<file path="src/rtl/ep_pkg.sv">
package ep_pkg;

    localparam int unsigned FIELD_W = 16;

    typedef enum logic [1:0] {
        ST_OFF   = 2'b00,
        ST_STALL = 2'b01,
        ST_NAK   = 2'b10,
        ST_LIVE  = 2'b11
    } ep_stat_e;

    typedef enum logic [1:0] {
        TY_BULK = 2'b00,
        TY_CTRL = 2'b01,
        TY_ISO  = 2'b10,
        TY_INTR = 2'b11
    } ep_type_e;

    // Packed MSB first: field positions are the register bit positions.
    typedef struct packed {
        logic       rx_vld;   // 15
        logic       rx_tog;   // 14
        ep_stat_e   rx_st;    // 13:12
        logic       setup;    // 11
        ep_type_e   typ;      // 10:9
        logic       kind;     // 8
        logic       tx_vld;   // 7
        logic       tx_tog;   // 6
        ep_stat_e   tx_st;    // 5:4
        logic [3:0] addr;     // 3:0
    } ep_state_t;

    typedef struct packed {
        logic in_ok;
        logic out_ok;
        logic setup_ok;
        logic iso_tx_eop;
        logic iso_rx_eop;
    } ep_events_t;

endpackage

</file>
<file path="src/rtl/ep_sw_write.sv">
module ep_sw_write
    import ep_pkg::*;
(
    input  ep_state_t              cur,
    input  logic                   wr_en,
    input  logic [FIELD_W-1:0]     wr_field,
    output ep_state_t              nxt
);
    ep_state_t wv;
    logic      unused_setup_bit;

    assign wv               = ep_state_t'(wr_field);
    assign unused_setup_bit = wv.setup;

    always_comb begin
        nxt = cur;
        if (wr_en) begin
            // plain fields
            nxt.addr   = wv.addr;
            nxt.kind   = wv.kind;
            nxt.typ    = wv.typ;
            // toggle-on-write fields
            nxt.tx_st  = ep_stat_e'(cur.tx_st ^ wv.tx_st);
            nxt.rx_st  = ep_stat_e'(cur.rx_st ^ wv.rx_st);
            nxt.tx_tog = cur.tx_tog ^ wv.tx_tog;
            nxt.rx_tog = cur.rx_tog ^ wv.rx_tog;
            // clear-only flags
            nxt.tx_vld = cur.tx_vld & wv.tx_vld;
            nxt.rx_vld = cur.rx_vld & wv.rx_vld;
        end
    end
endmodule

</file>
<file path="src/rtl/ep_hw_update.sv">
module ep_hw_update
    import ep_pkg::*;
(
    input  ep_type_e   typ_q,
    input  logic       rx_vld_q,
    input  ep_state_t  sw,
    input  ep_events_t ev,
    output ep_state_t  nxt
);
    logic is_iso;
    logic is_ctl;
    logic setup_open;

    assign is_iso     = (typ_q == TY_ISO);
    assign is_ctl     = (typ_q == TY_CTRL);
    assign setup_open = is_ctl && !rx_vld_q;

    always_comb begin
        nxt = sw;
        if (ev.in_ok) begin
            nxt.tx_vld = 1'b1;
            if (!is_iso) begin
                nxt.tx_st  = ST_NAK;
                nxt.tx_tog = ~nxt.tx_tog;
            end
        end
        if (ev.out_ok) begin
            nxt.rx_vld = 1'b1;
            if (!is_iso) begin
                nxt.rx_st  = ST_NAK;
                nxt.rx_tog = ~nxt.rx_tog;
            end
            if (setup_open) begin
                nxt.setup = 1'b0;
            end
        end
        if (ev.setup_ok && is_ctl) begin
            nxt.rx_vld = 1'b1;
            nxt.rx_st  = ST_NAK;
            nxt.tx_tog = 1'b1;
            nxt.rx_tog = 1'b0;
            if (setup_open) begin
                nxt.setup = 1'b1;
            end
        end
        if (is_iso && ev.iso_tx_eop) begin
            nxt.tx_tog = ~nxt.tx_tog;
        end
        if (is_iso && ev.iso_rx_eop) begin
            nxt.rx_tog = ~nxt.rx_tog;
        end
    end
endmodule

</file>
<file path="src/rtl/ep_ctrl_reg.sv">
module ep_ctrl_reg
    import ep_pkg::*;
#(
    parameter int unsigned DATA_W = 32
) (
    input  logic              clk,
    input  logic              rst_n,
    input  logic              wr_en,
    input  logic [DATA_W-1:0] wr_data,
    input  logic              ev_in_ok,
    input  logic              ev_out_ok,
    input  logic              ev_setup_ok,
    input  logic              ev_iso_tx_eop,
    input  logic              ev_iso_rx_eop,
    output logic [DATA_W-1:0] rd_data,
    output logic [3:0]        ep_addr,
    output logic [1:0]        ep_type,
    output logic              ep_kind,
    output logic [1:0]        tx_status,
    output logic              tx_toggle,
    output logic [1:0]        rx_status,
    output logic              rx_toggle,
    output logic              setup_seen,
    output logic              out_stall,
    output logic              irq
);
    localparam int unsigned PAD_W = DATA_W - FIELD_W;

    ep_state_t  state_q;
    ep_state_t  state_d;
    ep_state_t  sw_d;
    ep_state_t  hw_d;
    ep_events_t ev;
    logic       unused_hi;

    assign unused_hi = ^wr_data[DATA_W-1:FIELD_W];

    assign ev = '{in_ok:      ev_in_ok,
                  out_ok:     ev_out_ok,
                  setup_ok:   ev_setup_ok,
                  iso_tx_eop: ev_iso_tx_eop,
                  iso_rx_eop: ev_iso_rx_eop};

    ep_sw_write u_sw (
        .cur      (state_q),
        .wr_en    (wr_en),
        .wr_field (wr_data[FIELD_W-1:0]),
        .nxt      (sw_d)
    );

    ep_hw_update u_hw (
        .typ_q    (state_q.typ),
        .rx_vld_q (state_q.rx_vld),
        .sw       (sw_d),
        .ev       (ev),
        .nxt      (hw_d)
    );

    always_comb begin
        state_d = hw_d;
    end

    always_ff @(posedge clk) begin
        if (!rst_n) begin
            state_q <= '0;
        end else begin
            state_q <= state_d;
        end
    end

    assign rd_data    = {{PAD_W{1'b0}}, state_q};
    assign ep_addr    = state_q.addr;
    assign ep_type    = state_q.typ;
    assign ep_kind    = state_q.kind;
    assign tx_status  = state_q.tx_st;
    assign tx_toggle  = state_q.tx_tog;
    assign rx_status  = state_q.rx_st;
    assign rx_toggle  = state_q.rx_tog;
    assign setup_seen = state_q.setup;
    assign out_stall  = (state_q.typ == TY_CTRL) && state_q.kind;
    assign irq        = state_q.tx_vld | state_q.rx_vld;
endmodule

</file>
<file path="config.mk">
export PLATFORM = sky130hd
export DESIGN_NAME = ep_ctrl_reg
export DESIGN_NICKNAME = d
export VERILOG_FILES = /design/src/rtl/ep_pkg.sv /design/src/rtl/ep_sw_write.sv /design/src/rtl/ep_hw_update.sv /design/src/rtl/ep_ctrl_reg.sv
export SDC_FILE = /design/constraint.sdc
export NUM_CORES = 1
export LEC_CHECK = 0
export ABC_AREA = 1
export BUFFER_PORTS_ARGS = -buffer_cell sky130_fd_sc_hd__buf_2
export CAP_MARGIN = 15
export CORE_ASPECT_RATIO = 0.9
export CORE_MARGIN = 2
export CORE_UTILIZATION = 37
export DETAILED_ROUTE_END_ITERATION = 10
export PLACE_DENSITY = 0.79
export SLEW_MARGIN = 30
export SYNTH_ARGS = -nofsm -noshare
export SYNTH_HDL_FRONTEND = slang
export SYNTH_SLANG_ARGS = --single-unit
</file>
<file path="constraint.sdc">
create_clock -name clk -period 1.09 [get_ports clk]
set_input_delay 0.327 -clock clk [delete_from_list [all_inputs] [get_ports clk]]
set_output_delay 0.327 -clock clk [all_outputs]
set_load 0.02 [all_outputs]
</file>
Yosys cells after proc, flatten, opt, wreduce, memory -nomap -nowiden

Cells that the tools add are included.

Add/sub/neg operators: 0
$mul: 0
Div/mod/pow operators: 0
$lt $le $gt $ge: 0
Eq/ne operators: 2
Shift-type cells: 0
Muxes and demuxes: 12
Bitwise gates (word level): 12
Reduce and logical (&&, ||, !) cells: 9

Operator list:

| cell                 | count |
|---|---|
| $mux W5              | 2 |
| $mux W4              | 2 |
| $mux W8              | 1 |
| $mux W3              | 2 |
| $logic_and A1 B1 Y1  | 5 |
| $mux W1              | 5 |
| $not A1 Y1           | 5 |
| $xor A2 B2 Y2        | 2 |
| $reduce_bool A3 Y1   | 1 |
| $and A1 B1 Y1        | 2 |
| $eq A2 B1 Y1 const B | 1 |
| $eq A2 B2 Y1 const B | 1 |
| $reduce_bool A2 Y1   | 1 |
| $reduce_or A2 Y1     | 1 |
| $xor A1 B1 Y1        | 2 |
| $logic_not A1 Y1     | 1 |
| $or A1 B1 Y1         | 1 |

Flip-flop bits (word level): 16
Latch bits: 0
RAM bits: 0
Bits in read-only memories: 0
Input port bits: 40
Word-level logic and storage cells: 46
Memories kept: 0

Longest topological paths before layout

Gate-level depths: netlist of the first run.

Depth in word-level cells: 9
Gate-level depth with buffers: 9
Depth with buffers taken out: 9

Cells and area by module

A second synthesis of the first run with hierarchy kept.

Cells, all modules: 195
Area total of the unflattened synthesis: 1318.8 µm²

Modules (own cells, without submodules):

| module       | times used | cells each | area an instance (µm²) | sequential area each (µm²) |
|---|---|---|---|---|
| ep_ctrl_reg  | 1          | 84         | 726.9                  | 320.3 |
| ep_sw_write  | 1          | 65         | 359.1                  | 0.0 |
| ep_hw_update | 1          | 46         | 232.7                  | 0.0 |

Least setup slack after synthesis of the first run

No wires, ideal clock.

Path kind: reg2out
Start point: register state_q, in the netlist ep_type[0]
End point: output out_stall
Arrival: 1.028 ns
Required time: 0.763 ns
Setup slack: -0.265 ns
Stages on the path, launching flop included: 5
Cell sequence: dfxtp_1 > inv_2 > nor2_1 > inv_1 > nor2_1

Cells in the longest elaborated chain, start to end: 2

RTL lines:

| element                | RTL line          | source |
|---|---|---|
| start, declared        | ep_ctrl_reg.sv:29 | `ep_state_t state_q;` |
| start signal, assigned | ep_ctrl_reg.sv:67 | `state_q <= state_d;` |
| $eq A2 B1 Y1           | ep_ctrl_reg.sv:80 | `assign out_stall = (state_q.typ == TY_CTRL) && state_q.kind;` |
| $logic_and A1 B1 Y1    | ep_ctrl_reg.sv:80 |  |
| end, declared          | ep_ctrl_reg.sv:24 | `output logic out_stall,` |

No other way between the ends.

Worst setup path in the final report of the first run

Same ends and word-level chain as after synthesis.

==> flow_summary.html, run 1 <==
<table>
<tr><th>Metric</th><th>Value</th></tr>
<tr><th colspan="2">STA</th></tr>
<tr><td>Count of pins over their slew limit</td><td>0</td></tr>
<tr><td>Clock tree skew after final layout</td><td>0.00254 ns</td></tr>
<tr><td>Endpoints failing hold</td><td>0</td></tr>
<tr><td>Highest Clock Rate</td><td>0.741 GHz</td></tr>
<tr><td>Final setup violation count</td><td>27</td></tr>
<tr><td>Period utilization</td><td>124%</td></tr>
<tr><td>Crit path setup slack, layout</td><td>-0.259 ns</td></tr>
<tr><td>Final worst path period need</td><td>1.35 ns</td></tr>
<tr><td>RSZ-0062 raised after global routing</td><td>true</td></tr>
<tr><td>Summed negative setup slack over all endpoints</td><td>-1.61 ns</td></tr>
<tr><th colspan="2">Worst setup path</th></tr>
<tr><td>Cells on worst reg2reg path</td><td>10</td></tr>
<tr><td>Start of the worst register-to-register path</td><td>ep_type[0]</td></tr>
<tr><td>Critical path required time</td><td>0.76 ns</td></tr>
<tr><td>Critical path type</td><td>reg2out</td></tr>
<tr><td>Critical register-to-register path endpoint</td><td>tx_toggle</td></tr>
<tr><td>Category of the worst setup path launch point</td><td>flop</td></tr>
<tr><td>Top fanout value on the critical path</td><td>2</td></tr>
<tr><td>Critical path endpoint category</td><td>primary output</td></tr>
<tr><td>Slack of the worst reg-to-reg path</td><td>-0.03 ns</td></tr>
<tr><td>WP data arrival</td><td>1.02 ns</td></tr>
<tr><th colspan="2">Outcome</th></tr>
<tr><td>Status</td><td>finished with violations</td></tr>
<tr><td>Violations in the final reports</td><td>negative setup slack</td></tr>
<tr><th colspan="2">Pwr</th></tr>
<tr><td>Worst vdd ir</td><td>669 uV</td></tr>
<tr><td>P_sw</td><td>610 uW</td></tr>
<tr><td>Cell area power density</td><td>1080 nW/um^2</td></tr>
<tr><td>Reported leakage power</td><td>0.000846 uW</td></tr>
<tr><td>Share of total power consumed by net switching</td><td>35.2%</td></tr>
<tr><td>Clock share of power</td><td>18.7%</td></tr>
<tr><td>Gate power share</td><td>41.6%</td></tr>
<tr><td>Share of total power in sequential cells</td><td>39.7%</td></tr>
<tr><td>Internal power contribution</td><td>1120 uW</td></tr>
<tr><th colspan="2">Clocking</th></tr>
<tr><td>TritonCTS clock tree</td><td>built</td></tr>
<tr><td>Clock Root Buffer</td><td>sky130_fd_sc_hd__clkbuf_4</td></tr>
<tr><td>Cts-stage hold buffer count</td><td>0</td></tr>
<tr><td>Clock-pin slew on the worst setup and hold paths</td><td>0.09 ns</td></tr>
<tr><td>Count of H-tree levels built during CTS</td><td>1</td></tr>
<tr><td>Clock latency at the later pin of the worst-skew pair</td><td>0.28 ns</td></tr>
<tr><td>Clock sink total</td><td>16</td></tr>
<tr><td>CTS Buf Count</td><td>3</td></tr>
<tr><td>Buffers from clock root to sink, at most</td><td>2</td></tr>
<tr><th colspan="2">Floorplan</th></tr>
<tr><td>Die width</td><td>59.1 um</td></tr>
<tr><td>Starting density of the core</td><td>39.9%</td></tr>
<tr><td># IOs</td><td>88</td></tr>
<tr><td>Die Span Y</td><td>53.6 um</td></tr>
<tr><td>Floorplan core area</td><td>2530 um^2</td></tr>
<tr><td>Full die area</td><td>3160 um^2</td></tr>
<tr><td>Site row count</td><td>17</td></tr>
<tr><th colspan="2">Hold path</th></tr>
<tr><td>Type of the worst min-delay path</td><td>in2reg</td></tr>
<tr><td>Min-Delay Startpoint</td><td>wr_data[0]</td></tr>
<tr><td>Endpoint with the worst hold slack</td><td>ep_addr[0]</td></tr>
<tr><td>Number of instances on the worst hold path</td><td>3</td></tr>
<tr><th colspan="2">Drt</th></tr>
<tr><td>Via-to-Cell Ratio</td><td>4.53</td></tr>
<tr><td>Number of nets with antenna violations after routing</td><td>0</td></tr>
<tr><td>1st-pass router iterations</td><td>4</td></tr>
<tr><td>Number of DRC violations after detailed routing</td><td>0</td></tr>
<tr><td>Final wirelength</td><td>2.57 mm</td></tr>
<tr><td>Number of DRC markers in iteration 0</td><td>15</td></tr>
<tr><td>Detail-routed net length per standard cell</td><td>11.4 um</td></tr>
<tr><td>Detailed-route via count</td><td>1024</td></tr>
<tr><th colspan="2">Logic synthesis</th></tr>
<tr><td>#FFs+latches synth</td><td>16</td></tr>
<tr><td>Mapped Area</td><td>1010 um^2</td></tr>
<tr><td>Average size of a mapped cell</td><td>7.21 um^2</td></tr>
<tr><td>Synth unique cells</td><td>22</td></tr>
<tr><td>Number of synthesis warnings</td><td>0</td></tr>
<tr><td>Post-Syn Instances</td><td>140</td></tr>
<tr><td>Sequential share of the synthesized area</td><td>31.7%</td></tr>
<tr><th colspan="2">Finish</th></tr>
<tr><td>Antenna fix cells</td><td>0</td></tr>
<tr><td>Number of standard cells in the final layout excluding fillers</td><td>226</td></tr>
<tr><td>Final Net Count</td><td>239</td></tr>
<tr><td>Layout-stage area growth over the synthesis result</td><td>59.1%</td></tr>
<tr><td>Share of layout cells above drive strength 1</td><td>57.1%</td></tr>
<tr><th colspan="2">Global routing</th></tr>
<tr><td>Final global-route overflow total</td><td>0</td></tr>
<tr><td>Wire length of the first global-routing pass</td><td>4.08 mm</td></tr>
<tr><td>Total routing usage reported by global routing</td><td>17.3%</td></tr>
<tr><td>Largest net degree at the start of global routing</td><td>12</td></tr>
<tr><td>Vias in the first global route</td><td>981</td></tr>
<tr><td>Number of antenna violations at the first check in global routing</td><td>0</td></tr>
<tr><th colspan="2">Placement</th></tr>
<tr><td>Cell total after placement</td><td>210</td></tr>
<tr><td>Port Buffers</td><td>54</td></tr>
<tr><td>Placed wire-length estimate after detailed placement</td><td>1.73 mm</td></tr>
<tr><td>Routability congestion estimate from global placement</td><td>0.744</td></tr>
<tr><th colspan="2">Flow run</th></tr>
<tr><td>Max-cap violations</td><td>0</td></tr>
</table>
## power groups by stage
stage	Clock (uW)	Sequential [uW]	Combinational [uW]
3_5_place_dp	0	681	514
3_3_place_gp	0	679	507
2_1_floorplan	0	736	382
4_1_cts	341	687	708
6_report	324	686	720
5_1_grt	366	694	779
## stage by stage
| stage | utilization, % | worst slack [ns] | area, um^2 | total power, uW | hold WS [ns] |
|---|---|---|---|---|---|
| 2_1_floorplan | - | 0.0287 | 1090 | 1120 | 0.461 |
| 3_3_place_gp | 47.3 | -0.0614 | 1200 | 1190 | 0.477 |
| 3_5_place_dp | 47.3 | -0.104 | 1200 | 1200 | 0.481 |
| 4_1_cts | 62.9 | -0.277 | 1590 | 1740 | 0.248 |
| 5_1_grt | 63.5 | -0.318 | 1610 | 1840 | 0.266 |
| 6_report | 63.5 | -0.259 | 1610 | 1730 | 0.263 |
## metal layers
metal  global-route usage, %  wire [um]
met4                    4.55         12
met5                       0          0
met2                    33.1       1370
met1                    19.1       1000
met3                    4.33        183
## timing repair
item / CTS / global route
buffers inserted: 14 / 3
gates resized for setup: 92 / 7
pin swaps: 9 / 4
endpoints found under the setup margin: 36 / 37
## kinds of logic (layout without fill, tap and decap cells)
| logic type | count (synthesis) | in the layout | synth area share [%] |
|---|---|---|---|
| AOI/OAI and AO/OA | 20 | 20 | 10.2 |
| xor gates and xnor gates | 3 | 3 | 3.35 |
| buffers and inverters | 52 | 95 | 32.5 |
| DFF | 16 | 16 | 31.7 |
| other | 1 | 16 | 0.371 |
| and+or+nand+nor | 48 | 48 | 21.9 |
## synthesized netlist by cell type
cell type / count / area share, %
sky130_fd_sc_hd__a21oi_1: 9 / 4.5
sky130_fd_sc_hd__and3_1: 1 / 0.62
sky130_fd_sc_hd__buf_4: 31 / 23
sky130_fd_sc_hd__buf_6: 2 / 2.2
sky130_fd_sc_hd__clkbuf_2: 1 / 0.50
sky130_fd_sc_hd__conb_1: 1 / 0.37
sky130_fd_sc_hd__dfxtp_1: 16 / 32
sky130_fd_sc_hd__inv_1: 13 / 4.8
sky130_fd_sc_hd__inv_2: 5 / 1.9
sky130_fd_sc_hd__nand2_1: 15 / 5.6
sky130_fd_sc_hd__nand2_2: 6 / 3.7
sky130_fd_sc_hd__nand3_1: 8 / 4.0
sky130_fd_sc_hd__nand4_1: 1 / 0.62
sky130_fd_sc_hd__nor2_1: 15 / 5.6
sky130_fd_sc_hd__nor4_2: 1 / 1.2
sky130_fd_sc_hd__o21ai_0: 5 / 2.5
sky130_fd_sc_hd__o21ai_1: 5 / 2.5
sky130_fd_sc_hd__o31ai_1: 1 / 0.74
sky130_fd_sc_hd__or2_2: 1 / 0.62
sky130_fd_sc_hd__xnor2_1: 1 / 0.87
sky130_fd_sc_hd__xnor2_2: 1 / 1.6
sky130_fd_sc_hd__xor2_1: 1 / 0.87
## final cells by class
| class | instances | area, um^2 |
|---|---|---|
| Fill cell | 232 | 925 |
| Tap cell | 28 | 35.0 |
| Clock buffer | 4 | 26.3 |
| Timing Repair Buffer | 73 | 637 |
| Inverter | 18 | 72.6 |
| Sequential cell | 16 | 355 |
| Multi-Input combinational cell | 87 | 480 |
## worst max-delay path, stage by stage, from the launching register on
cell and delay [ns]:
sky130_fd_sc_hd__dfxtp_4 0.37, sky130_fd_sc_hd__inv_4 0.04, sky130_fd_sc_hd__nor2_4 0.08, sky130_fd_sc_hd__inv_2 0.05, sky130_fd_sc_hd__nor2_4 0.08, sky130_fd_sc_hd__buf_6 0.12
## registers in the layout, summed over array words and instances, names as in the netlist
signal / count
ep_kind: 1
ep_type: 2
rd_data: 2
rx_status: 2
setup_seen: 1
tx_toggle: 1
ep_addr: 4
tx_status: 2
rx_toggle: 1
## cells in the final DEF (no fill, tap or decap), drive strengths merged
cell type	count
and3	1
xnor2	2
conb	16
nand4	1
inv	18
buf	73
o21ai	10
dfxtp	16
nor2	15
o31ai	1
nand2	21
or2	1
a21oi	9
nand3	8
xor2	1
nor4	1
clkbuf	4
## how the worst max path moves through the flow
| stage | cells past startpoint | from | endpoint |
|---|---|---|---|
| final | 5 | ep_type[0] | out_stall |
| after global routing | 5 | ep_type[0] | out_stall |
| after CTS | 5 | ep_type[0] | out_stall |
| after detailed placement | 9 | wr_en | rx_toggle |
| after global placement | 8 | wr_en | tx_toggle |
| after floorplan | 4 | ep_type[0] | out_stall |
Power figures use the tool's default switching activity.
==> run 2, diff against run 1 <==
==> constraint.sdc (replaced) <==
create_clock -name clk -period 1.09 [get_ports clk]
set_input_delay 0.109 -clock clk [delete_from_list [all_inputs] [get_ports clk]]
set_output_delay 0.109 -clock clk [all_outputs]
set_load 0.02 [all_outputs]
==> run 2 against run 1 <==
  * The run still ends with negative setup slack left
  * Non-clock buffer count is 12 lower
  * Sequential power down 3%
  * Clock skew about the same
  * Total power down 13%
  * Wire length shrank 17%
  * Sequential share of layout area rose by 4.0 points
  * Final area decreased by 22%
  * Clock-buffer cell count fell by 1
  * Largest cell class is now multi-input gates
  * Highest routed layer unchanged
==> flow_summary.html, run 2 (synthesis gave the netlist of run 1 again) <==
<table>
<tr><th>Metric</th><th>Value</th></tr>
<tr><th colspan="2">Outcome</th></tr>
<tr><td>Status</td><td>finished with violations</td></tr>
<tr><td>Violations in the final reports</td><td>negative setup slack</td></tr>
<tr><th colspan="2">STA</th></tr>
<tr><td>Final worst path period need</td><td>1.17 ns</td></tr>
<tr><td>Period utilization</td><td>107%</td></tr>
<tr><td>Crit path setup slack, layout</td><td>-0.0784 ns</td></tr>
<tr><td>RSZ-0062 raised after global routing</td><td>true</td></tr>
<tr><td>Clock tree skew after final layout</td><td>0.00218 ns</td></tr>
<tr><td>Final setup violation count</td><td>2</td></tr>
<tr><td>Endpoints failing hold</td><td>0</td></tr>
<tr><td>Count of pins over their slew limit</td><td>0</td></tr>
<tr><td>Highest Clock Rate</td><td>0.856 GHz</td></tr>
<tr><th colspan="2">Placement</th></tr>
<tr><td>Routability congestion estimate from global placement</td><td>0.667</td></tr>
<tr><td>Port Buffers</td><td>54</td></tr>
<tr><td>Placed wire-length estimate after detailed placement</td><td>1.64 mm</td></tr>
<tr><td>Worst setup slack after placement</td><td>0.0703 ns</td></tr>
<tr><th colspan="2">Floorplan</th></tr>
<tr><td>Die Span Y</td><td>53.6 um</td></tr>
<tr><td>Die width</td><td>59.1 um</td></tr>
<tr><td>Starting density of the core</td><td>39.9%</td></tr>
<tr><td>Site row count</td><td>17</td></tr>
<tr><td># IOs</td><td>88</td></tr>
<tr><td>Full die area</td><td>3160 um^2</td></tr>
<tr><td>Floorplan core area</td><td>2530 um^2</td></tr>
<tr><th colspan="2">Worst setup path</th></tr>
<tr><td>Largest delay contributor family on the critical path</td><td>flip-flops</td></tr>
<tr><td>CP max-delay cell</td><td>sky130_fd_sc_hd__dfxtp_2</td></tr>
<tr><td>Critical path required time</td><td>0.98 ns</td></tr>
<tr><td>Category of the worst setup path launch point</td><td>flop</td></tr>
<tr><td>Start of the worst register-to-register path</td><td>ep_type[1]</td></tr>
<tr><td>WP data arrival</td><td>1.06 ns</td></tr>
<tr><td>Critical path endpoint category</td><td>primary output</td></tr>
<tr><td>Critical path cell sequence</td><td>inv_4 &gt; nor2_4 &gt; inv_2 &gt; nor2_2 &gt; buf_6</td></tr>
<tr><td>Worst Path Buf+Inv</td><td>3</td></tr>
<tr><td>Critical path type</td><td>reg2out</td></tr>
<tr><td>Top fanout value on the critical path</td><td>4</td></tr>
<tr><td>CP Launch Point</td><td>ep_type[0]</td></tr>
<tr><td>Critical Path Max Stage Delay</td><td>0.36 ns</td></tr>
<tr><th colspan="2">Global routing</th></tr>
<tr><td>Total routing usage reported by global routing</td><td>13.5%</td></tr>
<tr><td>Final global-route overflow total</td><td>0</td></tr>
<tr><td>Wire length of the first global-routing pass</td><td>3.08 mm</td></tr>
<tr><td>Largest net degree at the start of global routing</td><td>15</td></tr>
<tr><td>Number of antenna violations at the first check in global routing</td><td>0</td></tr>
<tr><td>Vias in the first global route</td><td>700</td></tr>
<tr><th colspan="2">Pwr</th></tr>
<tr><td>Share of total power consumed by net switching</td><td>36.7%</td></tr>
<tr><td>P_sw</td><td>555 uW</td></tr>
<tr><td>Clock share of power</td><td>20.3%</td></tr>
<tr><td>Share of total power in sequential cells</td><td>44.2%</td></tr>
<tr><td>Reported leakage power</td><td>0.000726 uW</td></tr>
<tr><td>Cell area power density</td><td>1200 nW/um^2</td></tr>
<tr><td>Worst vdd ir</td><td>578 uV</td></tr>
<tr><td>Gate power share</td><td>35.5%</td></tr>
<tr><td>Internal power contribution</td><td>956 uW</td></tr>
<tr><td>Post-layout total power</td><td>1510 uW</td></tr>
<tr><th colspan="2">Clocking</th></tr>
<tr><td>TritonCTS clock tree</td><td>built</td></tr>
<tr><td>Count of H-tree levels built during CTS</td><td>1</td></tr>
<tr><td>Clock Root Buffer</td><td>sky130_fd_sc_hd__clkbuf_4</td></tr>
<tr><td>Buffers from clock root to sink, at most</td><td>2</td></tr>
<tr><td>CTS Buf Count</td><td>3</td></tr>
<tr><td>Clock latency at the later pin of the worst-skew pair</td><td>0.28 ns</td></tr>
<tr><td>Cts-stage hold buffer count</td><td>0</td></tr>
<tr><td>Clock-pin slew on the worst setup and hold paths</td><td>0.09 ns</td></tr>
<tr><td>Clock sink total</td><td>16</td></tr>
<tr><th colspan="2">Drt</th></tr>
<tr><td>Final wirelength</td><td>2.14 mm</td></tr>
<tr><td>Routed metal-1 wirelength</td><td>950 um</td></tr>
<tr><td>Detailed-route via count</td><td>914</td></tr>
<tr><td>Number of DRC violations after detailed routing</td><td>0</td></tr>
<tr><td>Met2 wire len</td><td>991 um</td></tr>
<tr><td>Via-to-Cell Ratio</td><td>4.29</td></tr>
<tr><td>Number of DRC markers in iteration 0</td><td>15</td></tr>
<tr><td>1st-pass router iterations</td><td>4</td></tr>
<tr><td>Number of nets with antenna violations after routing</td><td>0</td></tr>
<tr><td>Detail-routed net length per standard cell</td><td>10.0 um</td></tr>
<tr><td>Highest routed metal layer</td><td>met4</td></tr>
<tr><td>Met3 wire length</td><td>183 um</td></tr>
<tr><th colspan="2">Finish</th></tr>
<tr><td>Number of filler cells placed in the layout</td><td>261</td></tr>
<tr><td>Share of layout cells above drive strength 1</td><td>48.1%</td></tr>
<tr><td>Most common cell after layout, fill and taps aside</td><td>sky130_fd_sc_hd__buf_2</td></tr>
<tr><td>Max reg flops</td><td>4</td></tr>
<tr><td>Most frequent cells in the layout</td><td>sky130_fd_sc_hd__buf_2 (50), sky130_fd_sc_hd__conb_1 (16), sky130_fd_sc_hd__nand2_1 (14)</td></tr>
<tr><td>Sequential cell area</td><td>328 um^2</td></tr>
<tr><td>Antenna fix cells</td><td>0</td></tr>
<tr><td>Final Net Count</td><td>227</td></tr>
<tr><td>Layout-stage area growth over the synthesis result</td><td>24.4%</td></tr>
<tr><td>Area of combinational cells with multiple inputs</td><td>460 um^2</td></tr>
<tr><th colspan="2">Hold path</th></tr>
<tr><td>Type of the worst min-delay path</td><td>in2reg</td></tr>
<tr><td>Min-Delay Startpoint</td><td>wr_data[3]</td></tr>
<tr><th colspan="2">Flow run</th></tr>
<tr><td>Max-cap violations</td><td>0</td></tr>
</table>
run 2: changes by cell type in the layout (fill, tap and decap cells not counted), moves of 2 or more:
| cell | before | now |
|---|---|---|
| sky130_fd_sc_hd__dfxtp_4 | 6 | 1 |
| sky130_fd_sc_hd__dfxtp_1 | 0 | 12 |
| sky130_fd_sc_hd__nand2_2 | 2 | 4 |
| sky130_fd_sc_hd__dfxtp_2 | 10 | 3 |
| sky130_fd_sc_hd__buf_4 | 15 | 9 |
| sky130_fd_sc_hd__buf_6 | 35 | 2 |
| sky130_fd_sc_hd__buf_2 | 22 | 50 |
run 2: power by group through the flow:
stage / clock network, uW / registers (uW) / logic, uW
after global routing: 344 / 675 / 589
after CTS: 325 / 668 / 511
after floorplan: 0 / 736 / 377
after global placement: 0 / 681 / 476
after detailed placement: 0 / 685 / 481
final: 307 / 668 / 536
run 2: per-stage QoR:
stage	TNS, ns	utilization (%)	hold slack, ns	cell area, um^2	cells
3_5_place_dp	0	44.7	0.338	1130	205
5_1_grt	-0.379	49.6	0.0640	1260	213
2_1_floorplan	0	-	0.243	1070	155
3_3_place_gp	0	44.7	0.333	1130	205
6_report	-0.0822	49.6	0.0399	1260	213
4_1_cts	-0.151	47.6	0.0354	1200	211
run 2: path summary, 6_finish.rpt:
check,end,slack [ns],cells past startpoint
max reg2reg,tx_toggle,0,9
max,out_stall,-0.08,5
min reg2reg,rd_data[7],0.49,2
min,ep_addr[3],0.04,3
run 2: area by class of cell:
cell class | instances | area share [%]
Sequential cell | 16 | 26.1
Tap cell | 28 | 2.79
Timing Repair Buffer | 61 | 27.1
Inverter | 18 | 5.58
Multi-Input combinational cell | 87 | 36.7
Clock buffer | 3 | 1.79
run 2: tightest hold or removal path, delay by kind of cell:
family	cells	cell delay, ns
buffers and inverters	1	0.07
AND/OR/NAND/NOR	2	0.11
run 2: routing by layer:
metal  GRT usage (%)  vias to the layer above
met5               0                        -
met2            22.0                       39
li1                -                      481
met3            5.29                        2
met4            3.41                        0
met1            16.6                      392
run 2: what timing repair did:
item | 4_1_cts | 5_1_grt
setup buffers | 3 | 2
resized for setup | 11 | 10
endpoints found under the setup margin | 2 | 4
pin swaps | 1 | 1
==> run 3, diff against run 2 <==
--- a/config.mk
+++ b/config.mk
@@ -10,10 +10,11 @@
 export CAP_MARGIN = 15
 export CORE_ASPECT_RATIO = 0.9
 export CORE_MARGIN = 2
-export CORE_UTILIZATION = 37
+export CORE_UTILIZATION = 41
 export DETAILED_ROUTE_END_ITERATION = 10
 export PLACE_DENSITY = 0.79
 export SLEW_MARGIN = 30
 export SYNTH_ARGS = -nofsm -noshare
 export SYNTH_HDL_FRONTEND = slang
+export SYNTH_HIERARCHICAL = 1
 export SYNTH_SLANG_ARGS = --single-unit
==> run 3 against run 2 <==
  * The run still ends with negative setup slack left
  * Final area grew 18%
  * Global-route usage down 1.2 points
  * First-iteration DRC count up 6.7%
  * Via count up 22%
  * Combinational power up 2%
  * Critical endpoint unchanged
  * Largest cell class unchanged
==> flow_summary.html, run 3 <==
<table>
<tr><th>Metric</th><th>Value</th></tr>
<tr><th colspan="2">Finish</th></tr>
<tr><td>Final Net Count</td><td>275</td></tr>
<tr><td>Post-layout util</td><td>48.3%</td></tr>
<tr><td>Area of combinational cells with multiple inputs</td><td>547 um^2</td></tr>
<tr><td>Number of standard cells in the final layout excluding fillers</td><td>275</td></tr>
<tr><td>Post-layout instance area</td><td>1480 um^2</td></tr>
<tr><td>Most common cell after layout, fill and taps aside</td><td>sky130_fd_sc_hd__buf_2</td></tr>
<tr><td>Max reg flops</td><td>4</td></tr>
<tr><td>Number of filler cells placed in the layout</td><td>322</td></tr>
<tr><td>Antenna fix cells</td><td>0</td></tr>
<tr><td>Share of layout cells above drive strength 1</td><td>45.1%</td></tr>
<tr><td>Most frequent cells in the layout</td><td>sky130_fd_sc_hd__buf_2 (52), sky130_fd_sc_hd__inv_1 (43), sky130_fd_sc_hd__nand2_1 (41), sky130_fd_sc_hd__conb_1 (16), sky130_fd_sc_hd__nand2_2 (12)</td></tr>
<tr><td>Layout-stage area growth over the synthesis result</td><td>12.2%</td></tr>
<tr><td>Sequential cell area</td><td>332 um^2</td></tr>
<tr><th colspan="2">Clocking</th></tr>
<tr><td>Clock sink total</td><td>16</td></tr>
<tr><td>Clock-pin slew on the worst setup and hold paths</td><td>0.09 ns</td></tr>
<tr><td>Buffers from clock root to sink, at most</td><td>2</td></tr>
<tr><td>Clock Root Buffer</td><td>sky130_fd_sc_hd__clkbuf_4</td></tr>
<tr><td>Clock latency at the later pin of the worst-skew pair</td><td>0.28 ns</td></tr>
<tr><td>Count of H-tree levels built during CTS</td><td>1</td></tr>
<tr><td>CTS Buf Count</td><td>3</td></tr>
<tr><td>Cts-stage hold buffer count</td><td>0</td></tr>
<tr><td>TritonCTS clock tree</td><td>built</td></tr>
<tr><th colspan="2">Pwr</th></tr>
<tr><td>Clock share of power</td><td>20.1%</td></tr>
<tr><td>Share of total power consumed by net switching</td><td>36.8%</td></tr>
<tr><td>Internal power contribution</td><td>957 uW</td></tr>
<tr><td>Share of total power in sequential cells</td><td>43.7%</td></tr>
<tr><td>Reported leakage power</td><td>0.000970 uW</td></tr>
<tr><td>P_sw</td><td>557 uW</td></tr>
<tr><td>Worst vdd ir</td><td>655 uV</td></tr>
<tr><td>Gate power share</td><td>36.3%</td></tr>
<tr><td>Post-layout total power</td><td>1510 uW</td></tr>
<tr><td>Cell area power density</td><td>1020 nW/um^2</td></tr>
<tr><th colspan="2">Floorplan</th></tr>
<tr><td>Die Span Y</td><td>57.8 um</td></tr>
<tr><td>Full die area</td><td>3690 um^2</td></tr>
<tr><td>Floorplan core area</td><td>3070 um^2</td></tr>
<tr><td># IOs</td><td>88</td></tr>
<tr><td>Site row count</td><td>19</td></tr>
<tr><td>Die width</td><td>63.8 um</td></tr>
<tr><td>Starting density of the core</td><td>43.0%</td></tr>
<tr><th colspan="2">Logic synthesis</th></tr>
<tr><td>Synth cell count leaders</td><td>sky130_fd_sc_hd__inv_1 (47), sky130_fd_sc_hd__nand2_1 (46), sky130_fd_sc_hd__buf_4 (38)</td></tr>
<tr><td>Number of synthesis warnings</td><td>6</td></tr>
<tr><td>Post-synth EDFFs</td><td>0</td></tr>
<tr><td>Largest family of logic cells by synthesized area</td><td>buffers and inverters</td></tr>
<tr><td>Sequential share of the synthesized area</td><td>24.3%</td></tr>
<tr><td>Library cell with the highest instance count after synthesis</td><td>sky130_fd_sc_hd__inv_1</td></tr>
<tr><td>Post-Syn Instances</td><td>195</td></tr>
<tr><td>Synth unique cells</td><td>20</td></tr>
<tr><td>Average size of a mapped cell</td><td>6.76 um^2</td></tr>
<tr><td>Area fraction in compound gates after synthesis</td><td>7.12%</td></tr>
<tr><td>Proportion of synthesized flip-flops having asynchronous set or reset</td><td>0%</td></tr>
<tr><td>Share of the synthesized area in the top cell type</td><td>24.3%</td></tr>
<tr><td>Multiplexer fraction of the synthesized cell area</td><td>0%</td></tr>
<tr><td>Share of synthesized cell area in and, or, nand and nor gates</td><td>27.5%</td></tr>
<tr><td>#FFs+latches synth</td><td>16</td></tr>
<tr><td>Top FF cell, synth</td><td>sky130_fd_sc_hd__dfxtp_1</td></tr>
<tr><td>Mapped Area</td><td>1320 um^2</td></tr>
<tr><td>Synth area leader</td><td>sky130_fd_sc_hd__dfxtp_1</td></tr>
<tr><td>Adder-cell share of the synthesized area</td><td>0%</td></tr>
<tr><td>Share of the synthesized netlist area taken by xor and xnor gates</td><td>0%</td></tr>
<tr><td>Biggest area contributors in the synthesized netlist</td><td>sky130_fd_sc_hd__dfxtp_1 (24%), sky130_fd_sc_hd__buf_4 (22%), sky130_fd_sc_hd__inv_1 (13%)</td></tr>
<tr><th colspan="2">Worst setup path</th></tr>
<tr><td>Category of the worst setup path launch point</td><td>flop</td></tr>
<tr><td>Critical path type</td><td>reg2out</td></tr>
<tr><td>Critical path required time</td><td>0.98 ns</td></tr>
<tr><td>Top fanout value on the critical path</td><td>4</td></tr>
<tr><td>WP data arrival</td><td>1.01 ns</td></tr>
<tr><td>Critical path endpoint category</td><td>primary output</td></tr>
<tr><th colspan="2">STA</th></tr>
<tr><td>Count of pins over their slew limit</td><td>0</td></tr>
<tr><td>Highest Clock Rate</td><td>0.891 GHz</td></tr>
<tr><td>Clock tree skew after final layout</td><td>0.00450 ns</td></tr>
<tr><td>Final worst path period need</td><td>1.12 ns</td></tr>
<tr><td>Period utilization</td><td>103%</td></tr>
<tr><td>RSZ-0062 raised after global routing</td><td>true</td></tr>
<tr><td>Final setup violation count</td><td>1</td></tr>
<tr><td>Endpoints failing hold</td><td>0</td></tr>
<tr><td>Crit path setup slack, layout</td><td>-0.0323 ns</td></tr>
<tr><td>Worst hold slack after final layout</td><td>0.104 ns</td></tr>
<tr><th colspan="2">Drt</th></tr>
<tr><td>Number of DRC markers in iteration 0</td><td>16</td></tr>
<tr><td>Detail-routed net length per standard cell</td><td>8.48 um</td></tr>
<tr><td>Final wirelength</td><td>2.33 mm</td></tr>
<tr><td>Number of nets with antenna violations after routing</td><td>0</td></tr>
<tr><td>Number of DRC violations after detailed routing</td><td>0</td></tr>
<tr><td>1st-pass router iterations</td><td>4</td></tr>
<tr><td>Detailed-route via count</td><td>1111</td></tr>
<tr><td>Via-to-Cell Ratio</td><td>4.04</td></tr>
<tr><th colspan="2">Outcome</th></tr>
<tr><td>Violations in the final reports</td><td>negative setup slack</td></tr>
<tr><td>Status</td><td>finished with violations</td></tr>
<tr><th colspan="2">Placement</th></tr>
<tr><td>Total cell area at the placement stage</td><td>1390 um^2</td></tr>
<tr><td>Port Buffers</td><td>54</td></tr>
<tr><td>Routability congestion estimate from global placement</td><td>0.732</td></tr>
<tr><td>Cell total after placement</td><td>269</td></tr>
<tr><td>Placed wire-length estimate after detailed placement</td><td>1.78 mm</td></tr>
<tr><th colspan="2">Global routing</th></tr>
<tr><td>Total routing usage reported by global routing</td><td>12.3%</td></tr>
<tr><td>Number of antenna violations at the first check in global routing</td><td>0</td></tr>
<tr><td>Largest net degree at the start of global routing</td><td>17</td></tr>
<tr><td>Vias in the first global route</td><td>865</td></tr>
<tr><td>Final global-route overflow total</td><td>0</td></tr>
<tr><td>Wire length of the first global-routing pass</td><td>3.55 mm</td></tr>
<tr><th colspan="2">Flow run</th></tr>
<tr><td>Max-cap violations</td><td>0</td></tr>
<tr><th colspan="2">Hold path</th></tr>
<tr><td>Type of the worst min-delay path</td><td>in2reg</td></tr>
</table>
## run 3: changes by cell type after synthesis, sizes merged, moves of 3 or more
cell	previous run	this run
inv	18	47
a21oi	9	0
nor2	15	5
buf	33	42
nand3	8	11
nand2	21	53
## run 3: cell families after synthesis
group           Yosys count
buf+inv                  90
simple gates             77
flops                    16
compound gates           11
other cells               1
## run 3: timing repair
action / in CTS / in global routing
setup endpoints to repair: 5 / 10
gates cloned: 0 / 0
buffers inserted: 3 / 0
gates resized for setup: 8 / 14
hold endpoints to repair: 0 / 0
pin swaps: 0 / 6
## run 3: routing by layer
layer | wire length, um | GRT usage (%) | vias up
met5 | 0 | 0 | -
met4 | 21 | 3.73 | 0
met3 | 178 | 4.27 | 2
met2 | 1110 | 21.7 | 42
met1 | 1020 | 13.9 | 480
li1 | - | - | 587
## run 3: area by class of cell
type | instances | area share [%]
Clock buffer | 3 | 1.52
Inverter | 47 | 11.9
Multi-Input combinational cell | 104 | 36.9
Sequential cell | 16 | 22.4
Tap cell | 42 | 3.55
Timing Repair Buffer | 63 | 23.7
## run 3: power by group through the flow
stage                     logic, uW  registers, uW  clock network, uW
final                           549            661                304
after detailed placement        512            677                  0
after global routing            607            668                349
after global placement          503            674                  0
after floorplan                 439            726                  0
after CTS                       535            663                323
## run 3: final timing paths
| kind | startpoint | endpoint | slack, ns | cells after the start |
|---|---|---|---|---|
| min | wr_data[3] | ep_addr[3] | 0.10 | 5 |
| max reg2reg | ep_type[1] | rx_toggle | 0.03 | 8 |
| max | ep_type[0] | out_stall | -0.03 | 4 |
| min reg2reg | ep_addr[0] | ep_addr[0] | 0.55 | 4 |
## run 3: worst max-delay path: stages, from the launching register on
cell	delay [ns]
sky130_fd_sc_hd__dfxtp_4	0.37
sky130_fd_sc_hd__buf_6	0.10
sky130_fd_sc_hd__nand2_2	0.04
sky130_fd_sc_hd__nor2_1	0.08
sky130_fd_sc_hd__buf_4	0.14
## run 3: stage by stage
step / setup WS (ns) / TNS (ns)
after floorplan: 0.0262 / 0
final: -0.0323 / -0.0323
after CTS: -0.0472 / -0.0747
after global routing: -0.0972 / -0.317
after detailed placement: 0.00289 / 0
after global placement: 0.00190 / 0
